==> config.mk <==
export PLATFORM = sky130hd
export DESIGN_NAME = ldExecUnit
export DESIGN_NICKNAME = d
export VERILOG_FILES = /design/src/rtl/ldExecPkg.sv /design/src/rtl/ldDecoder.sv /design/src/rtl/ldControl.sv /design/src/rtl/ldDatapath.sv /design/src/rtl/ldExecUnit.sv
export SDC_FILE = /design/constraint.sdc
export NUM_CORES = 1
export LEC_CHECK = 0
export BUFFER_PORTS_ARGS = -buffer_cell sky130_fd_sc_hd__buf_4
export CORE_UTILIZATION = 40
export DETAILED_ROUTE_END_ITERATION = 10
export PLACE_DENSITY = 0.68
export SLEW_MARGIN = 10
export SYNTH_ARGS = -nofsm -noshare
export SYNTH_HDL_FRONTEND = slang
export SYNTH_SLANG_ARGS = --single-unit
==> constraint.sdc <==
create_clock -name clk -period 5.8 [get_ports clk]
set_clock_uncertainty 0.1 [all_clocks]
set_input_delay 0.58 -clock clk [delete_from_list [all_inputs] [get_ports clk]]
set_output_delay 0.58 -clock clk [all_outputs]
set_load 0.1 [all_outputs]
==> src/rtl/ldExecPkg.sv <==
package ldExecPkg;
  localparam int XLEN    = 32;
  localparam int RIDX_W  = 4;
  localparam int OFS_W   = 8;
  localparam int UOFS_W  = 4;
  localparam int SP_STEP = 4;
  localparam int N_SIZES = 3;
  localparam logic [RIDX_W-1:0] IDX_R13 = 4'd13;
  localparam logic [RIDX_W-1:0] IDX_R14 = 4'd14;
  localparam logic [RIDX_W-1:0] IDX_R15 = 4'd15;

  typedef enum logic [1:0] {SZ_BYTE = 2'd0, SZ_HALF = 2'd1, SZ_WORD = 2'd2} sizeT;
  typedef enum logic [1:0] {DST_GPR = 2'd0, DST_DED = 2'd1, DST_PS = 2'd2} destT;

  typedef struct packed {
    logic              legal;
    sizeT              size;
    destT              dest;
    logic              isPop;
    logic              useRegB;
    logic [RIDX_W-1:0] baseIdx;
    logic [RIDX_W-1:0] ri;
    logic [XLEN-1:0]   disp;
  } decT;

  typedef struct packed {
    logic capture;
    logic latchData;
    logic writeBack;
  } ctlT;

  function automatic logic [XLEN-1:0] zeroExtend(input logic [XLEN-1:0] raw, input sizeT sz);
    case (sz)
      SZ_BYTE: return {{(XLEN-8){1'b0}}, raw[7:0]};
      SZ_HALF: return {{(XLEN-16){1'b0}}, raw[15:0]};
      default: return raw;
    endcase
  endfunction
endpackage

==> src/rtl/ldDecoder.sv <==
module ldDecoder
  import ldExecPkg::*;
(
  input  logic [15:0] instr,
  output decT         dec
);
  logic [7:0]        opc;
  logic [3:0]        cls;
  logic [3:0]        fieldA;
  logic [3:0]        fieldB;
  logic [XLEN-1:0]   sextOfs;
  logic [XLEN-1:0]   scaledOfs [N_SIZES];

  assign opc     = instr[15:8];
  assign cls     = instr[15:12];
  assign fieldA  = instr[7:4];
  assign fieldB  = instr[3:0];
  assign sextOfs = {{(XLEN-OFS_W){instr[11]}}, instr[11:4]};

  // One pre-scaled copy of the signed offset per access size
  for (genvar g = 0; g < N_SIZES; g++) begin : gScale
    assign scaledOfs[g] = sextOfs << g;
  end

  always_comb begin
    dec         = '0;
    dec.size    = SZ_WORD;
    dec.dest    = DST_GPR;
    dec.ri      = fieldB;
    dec.baseIdx = fieldA;
    if (cls == 4'h2 || cls == 4'h4 || cls == 4'h6) begin
      dec.legal   = 1'b1;
      dec.baseIdx = IDX_R14;
      case (cls)
        4'h2: begin dec.size = SZ_WORD; dec.disp = scaledOfs[2]; end
        4'h4: begin dec.size = SZ_HALF; dec.disp = scaledOfs[1]; end
        default: begin dec.size = SZ_BYTE; dec.disp = scaledOfs[0]; end
      endcase
    end else begin
      case (opc)
        8'h04: begin dec.legal = 1'b1; dec.size = SZ_WORD; end
        8'h05: begin dec.legal = 1'b1; dec.size = SZ_HALF; end
        8'h06: begin dec.legal = 1'b1; dec.size = SZ_BYTE; end
        8'h00: begin
          dec.legal = 1'b1; dec.size = SZ_WORD; dec.useRegB = 1'b1; dec.baseIdx = IDX_R13;
        end
        8'h01: begin
          dec.legal = 1'b1; dec.size = SZ_HALF; dec.useRegB = 1'b1; dec.baseIdx = IDX_R13;
        end
        8'h02: begin
          dec.legal = 1'b1; dec.size = SZ_BYTE; dec.useRegB = 1'b1; dec.baseIdx = IDX_R13;
        end
        8'h03: begin
          dec.legal   = 1'b1;
          dec.baseIdx = IDX_R15;
          dec.disp    = {{(XLEN-UOFS_W-2){1'b0}}, fieldA, 2'b00};
        end
        8'h07: begin
          dec.baseIdx = IDX_R15;
          dec.isPop   = 1'b1;
          case (fieldA)
            4'h0: begin dec.legal = 1'b1; dec.dest = DST_GPR; end
            4'h8: begin dec.legal = 1'b1; dec.dest = DST_DED; end
            4'h9: begin dec.legal = 1'b1; dec.dest = DST_PS;  end
            default: dec.legal = 1'b0;
          endcase
        end
        default: dec.legal = 1'b0;
      endcase
    end
  end
endmodule

==> src/rtl/ldControl.sv <==
module ldControl
  import ldExecPkg::*;
(
  input  logic clk,
  input  logic rstN,
  input  logic instValid,
  input  logic decLegal,
  input  logic destIsPs,
  input  logic memReady,
  output ctlT  ctl,
  output logic memReq,
  output logic busy,
  output logic done,
  output logic illegal
);
  typedef enum logic [2:0] {S_IDLE, S_REQ, S_FLAG, S_WB, S_ILL} stateT;
  stateT state, stateNext;

  always_comb begin
    stateNext = state;
    ctl       = '0;
    memReq    = 1'b0;
    case (state)
      S_IDLE: if (instValid) begin
        ctl.capture = 1'b1;
        stateNext   = decLegal ? S_REQ : S_ILL;
      end
      S_REQ: begin
        memReq = 1'b1;
        if (memReady) begin
          ctl.latchData = 1'b1;
          stateNext     = destIsPs ? S_FLAG : S_WB;
        end
      end
      S_FLAG: stateNext = S_WB;
      S_WB: begin
        ctl.writeBack = 1'b1;
        stateNext     = S_IDLE;
      end
      S_ILL:   stateNext = S_IDLE;
      default: stateNext = S_IDLE;
    endcase
  end

  always_ff @(posedge clk) begin
    if (!rstN) state <= S_IDLE;
    else       state <= stateNext;
  end

  assign busy    = (state != S_IDLE);
  assign done    = (state == S_WB) || (state == S_ILL);
  assign illegal = (state == S_ILL);

  p_req_hold_r9: assert property (@(posedge clk) disable iff (!rstN)
    memReq && !memReady |=> memReq);
  p_done_after_ready_r9: assert property (@(posedge clk) disable iff (!rstN)
    memReq && memReady && !destIsPs |=> done);
  p_ps_extra_cycle_r8: assert property (@(posedge clk) disable iff (!rstN)
    memReq && memReady && destIsPs |=> !done);
  p_done_single_r9: assert property (@(posedge clk) disable iff (!rstN)
    done |=> !done);
  p_ill_noreq_r11: assert property (@(posedge clk) disable iff (!rstN)
    illegal |-> done && !memReq);
endmodule

==> src/rtl/ldDatapath.sv <==
module ldDatapath
  import ldExecPkg::*;
(
  input  logic              clk,
  input  logic              rstN,
  input  ctlT               ctl,
  input  decT               dec,
  input  logic [XLEN-1:0]   rdDataA,
  input  logic [XLEN-1:0]   rdDataB,
  input  logic [XLEN-1:0]   memRdata,
  output logic [XLEN-1:0]   memAddr,
  output logic [1:0]        memSize,
  output logic              destIsPs,
  output logic              gprWrEn,
  output logic [RIDX_W-1:0] gprWrIdx,
  output logic [XLEN-1:0]   gprWrData,
  output logic              dedWrEn,
  output logic [RIDX_W-1:0] dedWrIdx,
  output logic [XLEN-1:0]   dedWrData,
  output logic              psWrEn,
  output logic [XLEN-1:0]   psWrData,
  output logic              spWrEn,
  output logic [XLEN-1:0]   spWrData
);
  logic [XLEN-1:0]   addrQ, spNextQ, dataQ, offset;
  sizeT              sizeQ;
  destT              destQ;
  logic              popQ;
  logic [RIDX_W-1:0] riQ;

  assign offset = dec.useRegB ? rdDataB : dec.disp;

  always_ff @(posedge clk) begin
    if (!rstN) begin
      addrQ   <= '0;
      spNextQ <= '0;
      dataQ   <= '0;
      sizeQ   <= SZ_BYTE;
      destQ   <= DST_GPR;
      popQ    <= 1'b0;
      riQ     <= '0;
    end else begin
      if (ctl.capture) begin
        addrQ   <= rdDataA + offset;
        spNextQ <= rdDataA + XLEN'(SP_STEP);
        sizeQ   <= dec.size;
        destQ   <= dec.dest;
        popQ    <= dec.isPop;
        riQ     <= dec.ri;
      end
      if (ctl.latchData) dataQ <= zeroExtend(memRdata, sizeQ);
    end
  end

  assign memAddr   = addrQ;
  assign memSize   = sizeQ;
  assign destIsPs  = (destQ == DST_PS);
  assign gprWrEn   = ctl.writeBack && (destQ == DST_GPR);
  assign gprWrIdx  = riQ;
  assign gprWrData = dataQ;
  assign dedWrEn   = ctl.writeBack && (destQ == DST_DED);
  assign dedWrIdx  = riQ;
  assign dedWrData = dataQ;
  assign psWrEn    = ctl.writeBack && (destQ == DST_PS);
  assign psWrData  = dataQ;
  // Loaded value to R15 takes precedence over the post-increment
  assign spWrEn    = ctl.writeBack && popQ && !((destQ == DST_GPR) && (riQ == IDX_R15));
  assign spWrData  = spNextQ;

  p_r15_single_r10: assert property (@(posedge clk) disable iff (!rstN)
    spWrEn |-> !(gprWrEn && gprWrIdx == IDX_R15));
  p_ps_pops_sp_r8: assert property (@(posedge clk) disable iff (!rstN)
    psWrEn |-> spWrEn);
endmodule

==> src/rtl/ldExecUnit.sv <==
module ldExecUnit
  import ldExecPkg::*;
(
  input  logic        clk,
  input  logic        rstN,
  input  logic        instValid,
  input  logic [15:0] instr,
  output logic        busy,
  output logic        done,
  output logic        illegal,
  output logic [3:0]  rdIdxA,
  input  logic [31:0] rdDataA,
  output logic [3:0]  rdIdxB,
  input  logic [31:0] rdDataB,
  output logic        memReq,
  output logic [31:0] memAddr,
  output logic [1:0]  memSize,
  input  logic        memReady,
  input  logic [31:0] memRdata,
  output logic        gprWrEn,
  output logic [3:0]  gprWrIdx,
  output logic [31:0] gprWrData,
  output logic        dedWrEn,
  output logic [3:0]  dedWrIdx,
  output logic [31:0] dedWrData,
  output logic        psWrEn,
  output logic [31:0] psWrData,
  output logic        spWrEn,
  output logic [31:0] spWrData
);
  decT  dec;
  ctlT  ctl;
  logic destIsPs;

  ldDecoder uDec (.instr(instr), .dec(dec));

  assign rdIdxA = dec.baseIdx;
  assign rdIdxB = instr[7:4];

  ldControl uCtl (
    .clk(clk), .rstN(rstN), .instValid(instValid), .decLegal(dec.legal),
    .destIsPs(destIsPs), .memReady(memReady), .ctl(ctl), .memReq(memReq),
    .busy(busy), .done(done), .illegal(illegal)
  );

  ldDatapath uDp (
    .clk(clk), .rstN(rstN), .ctl(ctl), .dec(dec), .rdDataA(rdDataA),
    .rdDataB(rdDataB), .memRdata(memRdata), .memAddr(memAddr), .memSize(memSize),
    .destIsPs(destIsPs), .gprWrEn(gprWrEn), .gprWrIdx(gprWrIdx),
    .gprWrData(gprWrData), .dedWrEn(dedWrEn), .dedWrIdx(dedWrIdx),
    .dedWrData(dedWrData), .psWrEn(psWrEn), .psWrData(psWrData),
    .spWrEn(spWrEn), .spWrData(spWrData)
  );

  p_addr_stable_r9: assert property (@(posedge clk) disable iff (!rstN)
    memReq && !memReady |=> $stable(memAddr) && $stable(memSize));
  p_wr_only_done_r9: assert property (@(posedge clk) disable iff (!rstN)
    (gprWrEn || dedWrEn || psWrEn || spWrEn) |-> done && !illegal);
endmodule

==> results of run 1 <==
critical path: cells and delay by family:
family                     cells  cell delay, ns
and+or+nand+nor                5            1.19
buffers and inverters          3            0.52
AOI/OAI and AO/OA              7            1.43
adders and majority gates      2            0.61
worst max-delay path by stage:
stage,startpoint,end,depth (start not counted)
2_1_floorplan,uDp.dedWrIdx[1],spWrEn,3
3_3_place_gp,instr[12],uDp.memAddr[30],17
3_5_place_dp,instr[12],uDp.memAddr[30],17
4_1_cts,instr[12],uDp.memAddr[30],17
5_1_grt,instr[12],uDp.memAddr[30],17
6_report,instr[12],uDp.memAddr[30],17
Yosys cell counts (all sizes together), types with 2 or more instances:
cell type	instances	area share (%)
or2	3	0.25
o21a	11	1.1
nand2	179	9.1
a21boi	4	0.46
and3	7	0.68
xnor2	20	2.4
ha	32	5.4
a211oi	31	3.4
nor3b	8	0.88
and4	3	0.36
buf	93	8.9
o41ai	2	0.49
nand3	50	3.6
o221ai	2	0.24
mux2i	8	1.1
a221oi	3	0.44
a211o	3	0.36
nor2b	7	0.59
a311oi	11	1.3
o31ai	3	0.37
and2	5	0.42
a21oi	100	7.0
a31o	2	0.24
clkbuf	37	1.9
o211ai	8	0.81
or3	14	1.2
nand3b	3	0.30
o21bai	3	0.30
o21ai	51	3.5
a22o	2	0.24
nor2	78	4.1
nand4	11	0.93
dfxtp	108	29
a2111oi	2	0.32
nand2b	8	0.68
a21o	8	0.81
nor3	15	1.2
inv	19	0.97
o22ai	5	0.51
xor2	16	1.9
report_power, final:
| group | switching (mW) | internal, mW | total [mW] | leakage (nW) |
|---|---|---|---|---|
| registers | 0.0397 | 0.798 | 0.837 | 0.884 |
| logic | 0.782 | 0.256 | 1.04 | 3.27 |
| clock network | 0.322 | 0.301 | 0.622 | 0.140 |
state kept, by name (all words and copies together) (netlist names):
signal / cells
uCtl.state: 3
uDp.dedWrIdx: 4
uDp.spWrData: 32
uDp.destQ: 2
uDp.memSize: 2
uDp.memAddr: 32
uDp.dedWrData: 32
uDp.popQ: 1
metal layers:
metal,up-vias,routed length [um],global-route usage [%]
met5,-,0,0
met4,0,566,7.00
met3,33,1940,4.64
met2,318,11800,42.5
met1,3554,10500,32.2
li1,3780,-,-
cell type report:
class,instances,area share (%)
clock buffer,9,2.38
inverter,20,0.793
tap,229,3.03
multi-input combinational,732,46.0
clock inverter,6,0.608
sequential,108,22.8
timing repair buffer,307,24.3
logic make-up after synthesis:
group	synth area share (%)
AO/OA/AOI/OAI	23.0
XOR/XNOR	4.27
adder cells (fa/ha/maj)	5.69
buffers and inverters	11.8
flip-flops	29.3
multiplexers	1.08
AND/OR/NAND/NOR	24.8
stage by stage:
step	hold slack [ns]	std cells	cell area, sq um	setup WS [ns]	utilization (%)
6_report	0.328	1411	9470	1.61	52.5
3_3_place_gp	0.338	1396	9190	1.39	51.0
5_1_grt	0.321	1411	9470	1.37	52.5
3_5_place_dp	0.346	1396	9190	1.30	51.0
4_1_cts	0.317	1411	9470	1.68	52.5
2_1_floorplan	0.332	990	7390	1.96	-
==> summary.md, run 1 <==
| Metric | Value |
|---|---|
| Hold Crit Start | rdDataA[2] |
| Final slew viol count | 0 |
| CTS tree | yes |
| Worst IR Drop VDD | 0.156 mV |
| # DRC | 0 |
| PostCTS Resize Cnt | 0 |
| Port buffer count | 301 |
| Die ar. | 19000 sq um |
| Status | complete, no violations |
| Final hold vios | 0 |
| Clk Latency, worst-skew pair | 0.37 ns |
| Ys flop type | dfxtp_1 |
| Hold crit path type | in -> reg |
| Top Ports | 302 |
| Synth Area per Inst | 7.46 sq um |
| Post-route ant nets | 0 |
| Clock transition at path regs | 0.08 ns |
| WL/cell | 17.6 um |
| Slew margin rel. | 27.0% |
| Maxcap violations | 0 |
| Crit path max fanout | 29 |
| Reg2reg path depth | 7 |
| Power per cell area | 264 nW/um^2 |
| CP max stage delay | 0.46 ns |
| Crit path DAT | 4.33 ns |
| CTS Hold Buffers Added | 0 |
| Hold Path Cell Cnt | 2 |
| Min Tclk post-route | 4.19 ns |
| Synth Warn # | 0 |
| Die Y | 138 um |
| Sequential share of the synthesized area | 29.3% |
| Via density | 5.45 |
| Max clock buf depth | 2 |
| Setup TNS after final layout | 0 ns |
| Iter 0 DRT Violations | 451 |
| Layout net count | 1327 |
| Synth Cell Area | 7390 sq um |
| Sequential cell area | 2160 sq um |
| GPL Wtd Cong | 0.919 |
| Largest net degree at the start of global routing | 87 |
| Initial Util | 41.0% |
| CTS HTree Levels | 3 |
| Critical Path Start Type | input pin |
| Synth cell types | 82 |
| Commonest non-fill, non-tap cells in the layout | buf_4, nand2_1, dfxtp_1 |
| Period utilization | 72.2% |
| Filler cells | 1806 |
| Final setup vio count | 0 |
| Drt first pass iters | 7 |
| Grt ovf | 0 |
| Reg2Reg Setup Slack | 3.15 ns |
| Core area | 18000 sq um |
| Slew @ Worst Pin | 1.09 ns |
| WP data required | 5.95 ns |
| Area of the multi-input gates | 4360 sq um |
| Share of cells above drive strength 1 | 29.8% |
| Syn_nets | 1139 |
| EDFF count, synth | 0 |
| Total CTS buffers | 9 |
| DR vias | 7685 |
| Most frequent CP cell | buf_4 |
| Rows | 49 |
| Clock Sinks | 108 |
| Initial antenna violation count | 0 |
| Most common cell after layout, fill and taps aside | buf_4 |
| Asr flop ratio synth | 0% |
| N_diodes | 0 |
| #FFs+latches synth | 108 |
| DP HPWL | 19100 um |
| RSZ-0062 raised after global routing | false |
| Leak Pwr | 4.29 nW |
| Number of global-route vias before repair | 6694 |
| First-pass GRT wire length | 36300 um |
| Area delta synth->final | 28.2% |
| Worst Setup End Kind | flop |
| Setup bufs post-CTS | 0 |
| All-Layer GR Usage | 25.1% |
| Design Power | 2.50 mW |
| Slowest cell on the critical path | o41ai_4 |
| Die W | 138 um |
| Final wirelength | 24800 um |
| Fmax | 239 MHz |
| Worst path cell trace | buf_4 -> nor2_1 -> nand3b_1 -> nor3b_4 -> buf_4 -> nand2_1 -> o21ai_0 -> ha_1 -> inv_1 -> fa_1 -> nand2b_1 -> a21oi_2 -> o21ai_1 -> o211a_1 -> o41ai_4 -> o22a_1 -> o211ai_1 |
| Worst Hold Endpoint | uDp.spWrData[2] |
| Reg2reg start | uCtl.state[0] |
| Cells after Synth | 990 |
| Root buffer cell | clkbuf_16 |
| Crit Path Class | in -> reg |
| R2R Path End | uDp.memAddr[29] |
No activity file was read; power rests on OpenSTA's default activity.
==> run 2: changes to the inputs <==
--- a/config.mk
+++ b/config.mk
@@ -5,10 +5,11 @@
 export SDC_FILE = /design/constraint.sdc
 export NUM_CORES = 1
 export LEC_CHECK = 0
+export ABC_AREA = 1
 export BUFFER_PORTS_ARGS = -buffer_cell sky130_fd_sc_hd__buf_4
 export CORE_UTILIZATION = 40
 export DETAILED_ROUTE_END_ITERATION = 10
-export PLACE_DENSITY = 0.68
+export PLACE_DENSITY = 0.69
 export SLEW_MARGIN = 10
 export SYNTH_ARGS = -nofsm -noshare
 export SYNTH_HDL_FRONTEND = slang
==> constraint.sdc (replaced) <==
create_clock -name clk -period 3.4 [get_ports clk]
set_clock_uncertainty 0.1 [all_clocks]
set_input_delay 0.34 -clock clk [delete_from_list [all_inputs] [get_ports clk]]
set_output_delay 0.34 -clock clk [all_outputs]
set_load 0.1 [all_outputs]
==> summary.md, run 2 <==
| Metric | Value |
|---|---|
| EDFF count, synth | 0 (unchanged) |
| Crit path DAT | 3.17 ns (was 4.33 ns) |
| Maxcap violations | 0 (unchanged) |
| Clock Sinks | 108 (unchanged) |
| Synth Area per Inst | 6.13 sq um (was 7.46 sq um) |
| Period utilization | 88.3% |
| CTS Hold Buffers Added | 0 (unchanged) |
| Crit path max fanout | 17 (was 29) |
| Leak Pwr | 6.13 nW (was 4.29 nW) |
| Commonest non-fill, non-tap cells in the layout | nand2_1, buf_4, inv_1 (was buf_4, nand2_1, dfxtp_1) |
| Ys flop type | dfxtp_1 (unchanged) |
| DR vias | 9379 (was 7685) |
| Critical Path Start Type | input pin (unchanged) |
| Status | complete, no violations (unchanged) |
| WL/cell | 15.9 um (was 17.6 um) |
| Filler cells | 2178 (was 1806) |
| Worst Setup End Kind | flop (unchanged) |
| CTS tree | yes (unchanged) |
| Most common cell after layout, fill and taps aside | nand2_1 (was buf_4) |
| Synth cell types | 47 (was 82) |
| Drt first pass iters | 5 (was 7) |
| Largest net degree at the start of global routing | 43 (was 87) |
| Clk Latency, worst-skew pair | 0.36 ns (was 0.37 ns) |
| Setup TNS after final layout | 0 ns (unchanged) |
| Slew @ Worst Pin | 1.02 ns (was 1.09 ns) |
| Power per cell area | 501 nW/um^2 (was 264 nW/um^2) |
| Design Power | 5.42 mW (was 2.50 mW) |
| Via density | 4.96 (was 5.45) |
| Number of global-route vias before repair | 8691 (was 6694) |
| Final hold vios | 0 (unchanged) |
| Asr flop ratio synth | 0% (unchanged) |
| Sw Pwr | 2.85 mW (was 1.14 mW) |
| Share of cells above drive strength 1 | 23.1% (was 29.8%) |
| N_diodes | 0 (unchanged) |
| Internal cell power | 2.57 mW (was 1.35 mW) |
| Area delta synth->final | 26.3% (was 28.2%) |
| Final setup vio count | 0 (unchanged) |
| Core area | 21000 sq um (was 18000 sq um) |
| Synth Warn # | 0 (unchanged) |
| Grt ovf | 0 (unchanged) |
| Die Y | 148 um (was 138 um) |
| DP HPWL | 24400 um (was 19100 um) |
| All-Layer GR Usage | 26.8% (was 25.1%) |
| Setup bufs post-CTS | 0 (unchanged) |
| Synth Cell Area | 8560 sq um (was 7390 sq um) |
| Worst setup margin | 0.398 ns (was 1.61 ns) |
| Synth top cells by count | nand2_1, inv_1, dfxtp_1 (was nand2_1, dfxtp_1, a21oi_1) |
| Final wirelength | 30100 um (was 24800 um) |
| Combinational Power Share | 51.5% (was 41.6%) |
| Clk pwr share | 20.2% (was 24.9%) |
| Die W | 148 um (was 138 um) |
| Root buffer cell | clkbuf_16 (unchanged) |
| Initial antenna violation count | 0 (unchanged) |
| Crit Path Class | in -> reg (unchanged) |
| #FFs+latches synth | 108 (unchanged) |
| Layout net count | 1760 (was 1327) |
| CTS HTree Levels | 3 (unchanged) |
| RSZ-0062 raised after global routing | false (unchanged) |
| Final slew viol count | 0 (unchanged) |
| Post-route ant nets | 0 (unchanged) |
| Syn_nets | 1546 (was 1139) |
| Power share of the sequential group | 28.3% (was 33.5%) |
| Total CTS buffers | 9 (unchanged) |
| Slew margin rel. | 31.9% (was 27.0%) |
| Most frequent cell after synthesis | nand2_1 (unchanged) |
| Hold crit path type | in -> reg (unchanged) |
| Max clock buf depth | 2 (unchanged) |
| First-pass GRT wire length | 45400 um (was 36300 um) |
| Sw frac | 52.5% (was 45.8%) |
| WP data required | 3.57 ns (was 5.95 ns) |
| Area of the multi-input gates | 4720 sq um (was 4360 sq um) |
| Initial Util | 40.7% (was 41.0%) |
| GPL Wtd Cong | 0.982 (was 0.919) |
| Sequential cell area | 2160 sq um (unchanged) |
| # DRC | 0 (unchanged) |
| Die ar. | 22000 sq um (was 19000 sq um) |
| DP Worst Slack | 0.0367 ns (was 1.30 ns) |
| Cells after Synth | 1397 (was 990) |
| PostCTS Resize Cnt | 0 (unchanged) |
| Iter 0 DRT Violations | 642 (was 451) |
| Top cells by area, synth | dfxtp_1, nand2_1, inv_1 (was dfxtp_1, nand2_1, buf_4) |
| Fmax | 333 MHz |
| Worst IR Drop VDD | 0.263 mV (was 0.156 mV) |
| Most area-hungry cell type in the Yosys netlist | dfxtp_1 (unchanged) |
| Top Ports | 302 (unchanged) |
| Rows | 53 (was 49) |
| Sequential share of the synthesized area | 25.3% (was 29.3%) |
| Final design utilization | 51.4% (was 52.5%) |
| Clock transition at path regs | 0.08 ns (about the same) |
| Port buffer count | 301 (unchanged) |
| Yosys top cell area share | 25.3% (was 29.3%) |
| Min Tclk post-route | 3.00 ns |
[run 2: changes by cell type in the layout (fill, tap and decap cells not counted), sizes merged, moves of 11 or more]
cell and delta:
a311oi -11, nor2 +37, a21oi -33, or3 -13, a211oi -30, o21ai +18, nand3 +48, nand2 +233
xnor2 -18, o21a +17, buf +13, inv +215, o21bai +16
[run 2: cell type report]
type                       count  area share [%]
tap                          275            3.18
timing repair buffer         320            22.2
clock buffer                  10            2.21
inverter                     236            8.20
sequential                   108            20.0
clock inverter                 6           0.532
multi-input combinational    936            43.7
[run 2: cell families after synthesis]
logic type,share of synthesized area [%]
adders and majority gates,4.91
AOI/OAI and AO/OA,14.2
DFF,25.3
xor gates and xnor gates,2.25
and+or+nand+nor,33.7
buffers and inverters,19.6
[run 2: layer usage]
layer,wire [um],vias to the layer above,track usage [%]
li1,-,4740,-
met1,12700,4248,32.2
met2,14500,328,47.0
met5,0,-,0
met3,1650,63,3.44
met4,1220,0,13.0
[run 2: critical path, stage by stage]
cell and delay (ns):
buf_4 0.12, nor2_1 0.15, nand2_2 0.13, nor2_2 0.16
inv_2 0.07, nor2_4 0.19, inv_2 0.18, o21ai_0 0.19
inv_1 0.06, ha_1 0.35, nand2_1 0.11, nor2_1 0.30
and2_1 0.18, nand2_1 0.05, nand2_1 0.17, nand2_1 0.10
nand3_1 0.08, nand3_1 0.11, nand2_1 0.09, inv_1 0.03
[run 2: final timing paths]
check	startpoint	endpoint	slack (ns)	depth (start not counted)
hold / removal	rdDataA[2]	uDp.spWrData[2]	0.08	2
hold reg to reg	uDp.popQ	uDp.popQ	0.38	2
setup / recovery	instr[13]	uDp.memAddr[22]	0.40	20
setup reg to reg	uCtl.state[1]	uDp.spWrData[8]	1.27	9
[run 2: stage by stage]
stage                     std cells  hold slack (ns)  instance area [sq um]
after global routing           1891           0.0853                  10800
final                          1891           0.0842                  10800
after CTS                      1891           0.0755                  10800
after floorplan                1397            0.330                   8560
after global placement         1875            0.352                  10500
after detailed placement       1875            0.371                  10500
[run 2: power by group through the flow]
stage          combinational [mW]  clock, mW  sequential (mW)
3_5_place_dp                 2.78          0             1.56
3_3_place_gp                 2.78          0             1.56
6_report                     2.79       1.10             1.54
4_1_cts                      2.79       1.13             1.54
2_1_floorplan                1.15          0             2.59
5_1_grt                      2.92       1.18             1.55
==> run 3: changes to the inputs <==
--- a/config.mk
+++ b/config.mk
@@ -7,10 +7,12 @@
 export LEC_CHECK = 0
 export ABC_AREA = 1
 export BUFFER_PORTS_ARGS = -buffer_cell sky130_fd_sc_hd__buf_4
-export CORE_UTILIZATION = 40
+export CELL_PAD_IN_SITES_DETAIL_PLACEMENT = 0
+export CELL_PAD_IN_SITES_GLOBAL_PLACEMENT = 2
+export CORE_UTILIZATION = 23
 export DETAILED_ROUTE_END_ITERATION = 10
-export PLACE_DENSITY = 0.69
-export SLEW_MARGIN = 10
+export PLACE_DENSITY_LB_ADDON = 0.1
+export SLEW_MARGIN = 0
 export SYNTH_ARGS = -nofsm -noshare
 export SYNTH_HDL_FRONTEND = slang
 export SYNTH_SLANG_ARGS = --single-unit
==> summary.md, run 3 (synthesized netlist as in run 2, its figures left out) <==
| Metric | Value |
|---|---|
| Final wirelength | 36200 um (was 30100 um) |
| Status | complete, no violations (unchanged) |
| Iter 0 DRT Violations | 476 (was 642) |
| CP max stage delay | 0.29 ns (was 0.35 ns) |
| Internal cell power | 2.60 mW (was 2.57 mW) |
| Sw Pwr | 2.91 mW (was 2.85 mW) |
| Most frequent CP cell | nand2_1 (unchanged) |
| Max clock buf depth | 2 (unchanged) |
| Crit Path Class | in -> reg (unchanged) |
| Clk Latency, worst-skew pair | 0.38 ns (was 0.36 ns) |
| Reg2Reg Setup Slack | 1.40 ns (was 1.27 ns) |
| Via density | 4.36 (was 4.96) |
| Final hold vios | 0 (unchanged) |
| Most common cell after layout, fill and taps aside | nand2_1 (unchanged) |
| Clk pwr share | 20.1% (was 20.2%) |
| WP data required | 3.58 ns (was 3.57 ns) |
| Rows | 70 (was 53) |
| Sw frac | 52.8% (was 52.5%) |
| PostCTS Resize Cnt | 0 (unchanged) |
| Clock Sinks | 108 (unchanged) |
| DP Worst Slack | 0.0590 ns (was 0.0367 ns) |
| Maxcap violations | 0 (unchanged) |
| Met1 wire length | 16500 um (was 12700 um) |
| Crit path max fanout | 8 (was 17) |
| Setup bufs post-CTS | 0 (unchanged) |
| Initial Util | 23.4% (was 40.7%) |
| Worst path cell trace | buf_4 -> nor2_2 -> nand3_2 -> nand2_1 -> buf_4 -> nand2_2 -> nand2_1 -> o21ai_1 -> inv_1 -> ha_1 -> nand2_1 -> nor2_1 -> and2_1 -> nand2_1 -> nand2_1 -> nand2_1 -> nand3_1 -> nand3_1 -> nand2_1 -> inv_1 (was buf_4 -> nor2_1 -> nand2_2 -> nor2_2 -> inv_2 -> nor2_4 -> inv_2 -> o21ai_0 -> inv_1 -> ha_1 -> nand2_1 -> nor2_1 -> and2_1 -> nand2_1 -> nand2_1 -> nand2_1 -> nand3_1 -> nand3_1 -> nand2_1 -> inv_1) |
| GPL Wtd Cong | 0.854 (was 0.982) |
| Grt ovf | 0 (unchanged) |
| CP Buf/Inv Count | 4 (was 5) |
| Top layer in use | met4 (unchanged) |
| First-pass GRT wire length | 54300 um (was 45400 um) |
| Reg2reg path depth | 8 (was 9) |
| Die W | 195 um (was 148 um) |
| WL/cell | 17.1 um (was 15.9 um) |
| Initial antenna violation count | 1 (was 0) |
| Total CTS buffers | 9 (unchanged) |
| Area of the multi-input gates | 4720 sq um (unchanged) |
| Drt first pass iters | 4 (was 5) |
| RSZ-0062 raised after global routing | false (unchanged) |
| All-Layer GR Usage | 19.0% (was 26.8%) |
| CTS tree | yes (unchanged) |
| Hold Path Cell Cnt | 2 (unchanged) |
| Hold Crit Start | rdDataA[2] (unchanged) |
| Combinational Power Share | 51.9% (was 51.5%) |
| Period utilization | 85.7% (was 88.3%) |
| Die Y | 195 um (was 148 um) |
| Largest net degree at the start of global routing | 58 (was 43) |
| Number of global-route vias before repair | 8942 (was 8691) |
| Worst Setup End Kind | flop (unchanged) |
| Slew margin rel. | 21.9% (was 31.9%) |
| DR vias | 9224 (was 9379) |
| Slowest cell on the critical path | nor2_1 (was ha_1) |
| Final slew viol count | 0 (unchanged) |
| DP HPWL | 29800 um (was 24400 um) |
| Critical Path Stages | 20 (unchanged) |
| Commonest non-fill, non-tap cells in the layout | nand2_1, buf_4, inv_1 (unchanged) |
| Clock transition at path regs | 0.08 ns (about the same) |
| Leak Pwr | 6.28 nW (was 6.13 nW) |
| Port buffer count | 301 (unchanged) |
| Die ar. | 38000 sq um (was 22000 sq um) |
| Fmax | 343 MHz (was 333 MHz) |
| Slew @ Worst Pin | 1.17 ns (was 1.02 ns) |
| CTS Hold Buffers Added | 0 (unchanged) |
| Crit path DAT | 3.10 ns (was 3.17 ns) |
| Setup TNS after final layout | 0 ns (unchanged) |
| Root buffer cell | clkbuf_16 (unchanged) |
| Post-route ant nets | 0 (unchanged) |
| Power share of the sequential group | 28.0% (was 28.3%) |
| Crit path max-delay family | simple AND/OR/NAND/NOR gates (unchanged) |
| Final setup vio count | 0 (unchanged) |
| Hold crit path type | in -> reg (unchanged) |
| Share of cells above drive strength 1 | 24.4% (was 23.1%) |
| Reg2reg start | uCtl.state[2] (was uCtl.state[1]) |
| Worst IR Drop VDD | 0.248 mV (was 0.263 mV) |
| Power per cell area | 489 nW/um^2 (was 501 nW/um^2) |
| Worst setup margin | 0.488 ns (was 0.398 ns) |
| Met2 wire len | 18000 um (was 14500 um) |
| # DRC | 0 (unchanged) |
| Worst setup startpoint | instr[15] (was instr[13]) |
| Min Tclk post-route | 2.91 ns (was 3.00 ns) |
| Routed length on met3 | 1250 um (was 1650 um) |
| Core area | 36600 sq um (was 21000 sq um) |
| Sequential cell area | 2160 sq um (unchanged) |
| Layout net count | 1790 (was 1760) |
| CTS HTree Levels | 3 (unchanged) |
| Critical Path Start Type | input pin (unchanged) |
| Filler cells | 4135 (was 2178) |
| Area delta synth->final | 31.8% (was 26.3%) |
| Top Ports | 302 (unchanged) |
==> run 3: changes by cell type in the layout (fill, tap and decap cells not counted), sizes merged <==
| cell | change |
|---|---|
| diode | +1 |
| buf | +30 |
| clkbuf | +1 |
| clkinv | -1 |
==> run 3: layout make-up <==
class | instances | share of cell area (%)
clock inverters | 5 | 0.366
clock buffers | 11 | 2.15
well taps | 468 | 5.19
multi-input cells | 936 | 41.8
diodes | 1 | 0.0222
repair buffers | 350 | 23.4
inverters | 236 | 7.85
flip-flops and latches | 108 | 19.2
==> run 3: through the flow <==
step                      instance area (sq um)  hold slack, ns  instances  total power [mW]  utilization [%]
after floorplan                            8560           0.330       1397              3.73                -
after global placement                    11000           0.356       2098              4.47             30.0
after detailed placement                  11000           0.363       2098              4.47             30.0
after CTS                                 11300          0.0418       2114              5.63             30.8
after global routing                      11300          0.0634       2115              5.80             30.8
final                                     11300          0.0696       2115              5.51             30.8
==> run 3: power by group through the flow <==
stage / combinational (mW) / clock, mW / sequential, mW
global route: 3.03 / 1.21 / 1.56
finish: 2.86 / 1.11 / 1.54
global placement: 2.89 / 0 / 1.57
detailed placement: 2.89 / 0 / 1.58
CTS: 2.90 / 1.19 / 1.55
floorplan: 1.15 / 0 / 2.59
==> run 3: layer usage <==
| layer | global-route usage [%] | vias to the layer above |
|---|---|---|
| li1 | - | 4794 |
| met1 | 24.0 | 4178 |
| met2 | 33.7 | 234 |
| met3 | 2.71 | 18 |
| met4 | 4.23 | 0 |
| met5 | 0 | - |
==> run 3: final timing paths <==
| kind | to |
|---|---|
| max | uDp.memAddr[31] |
| min | uDp.spWrData[2] |
| max reg2reg | uDp.dedWrData[0] |
| min reg2reg | uDp.popQ |
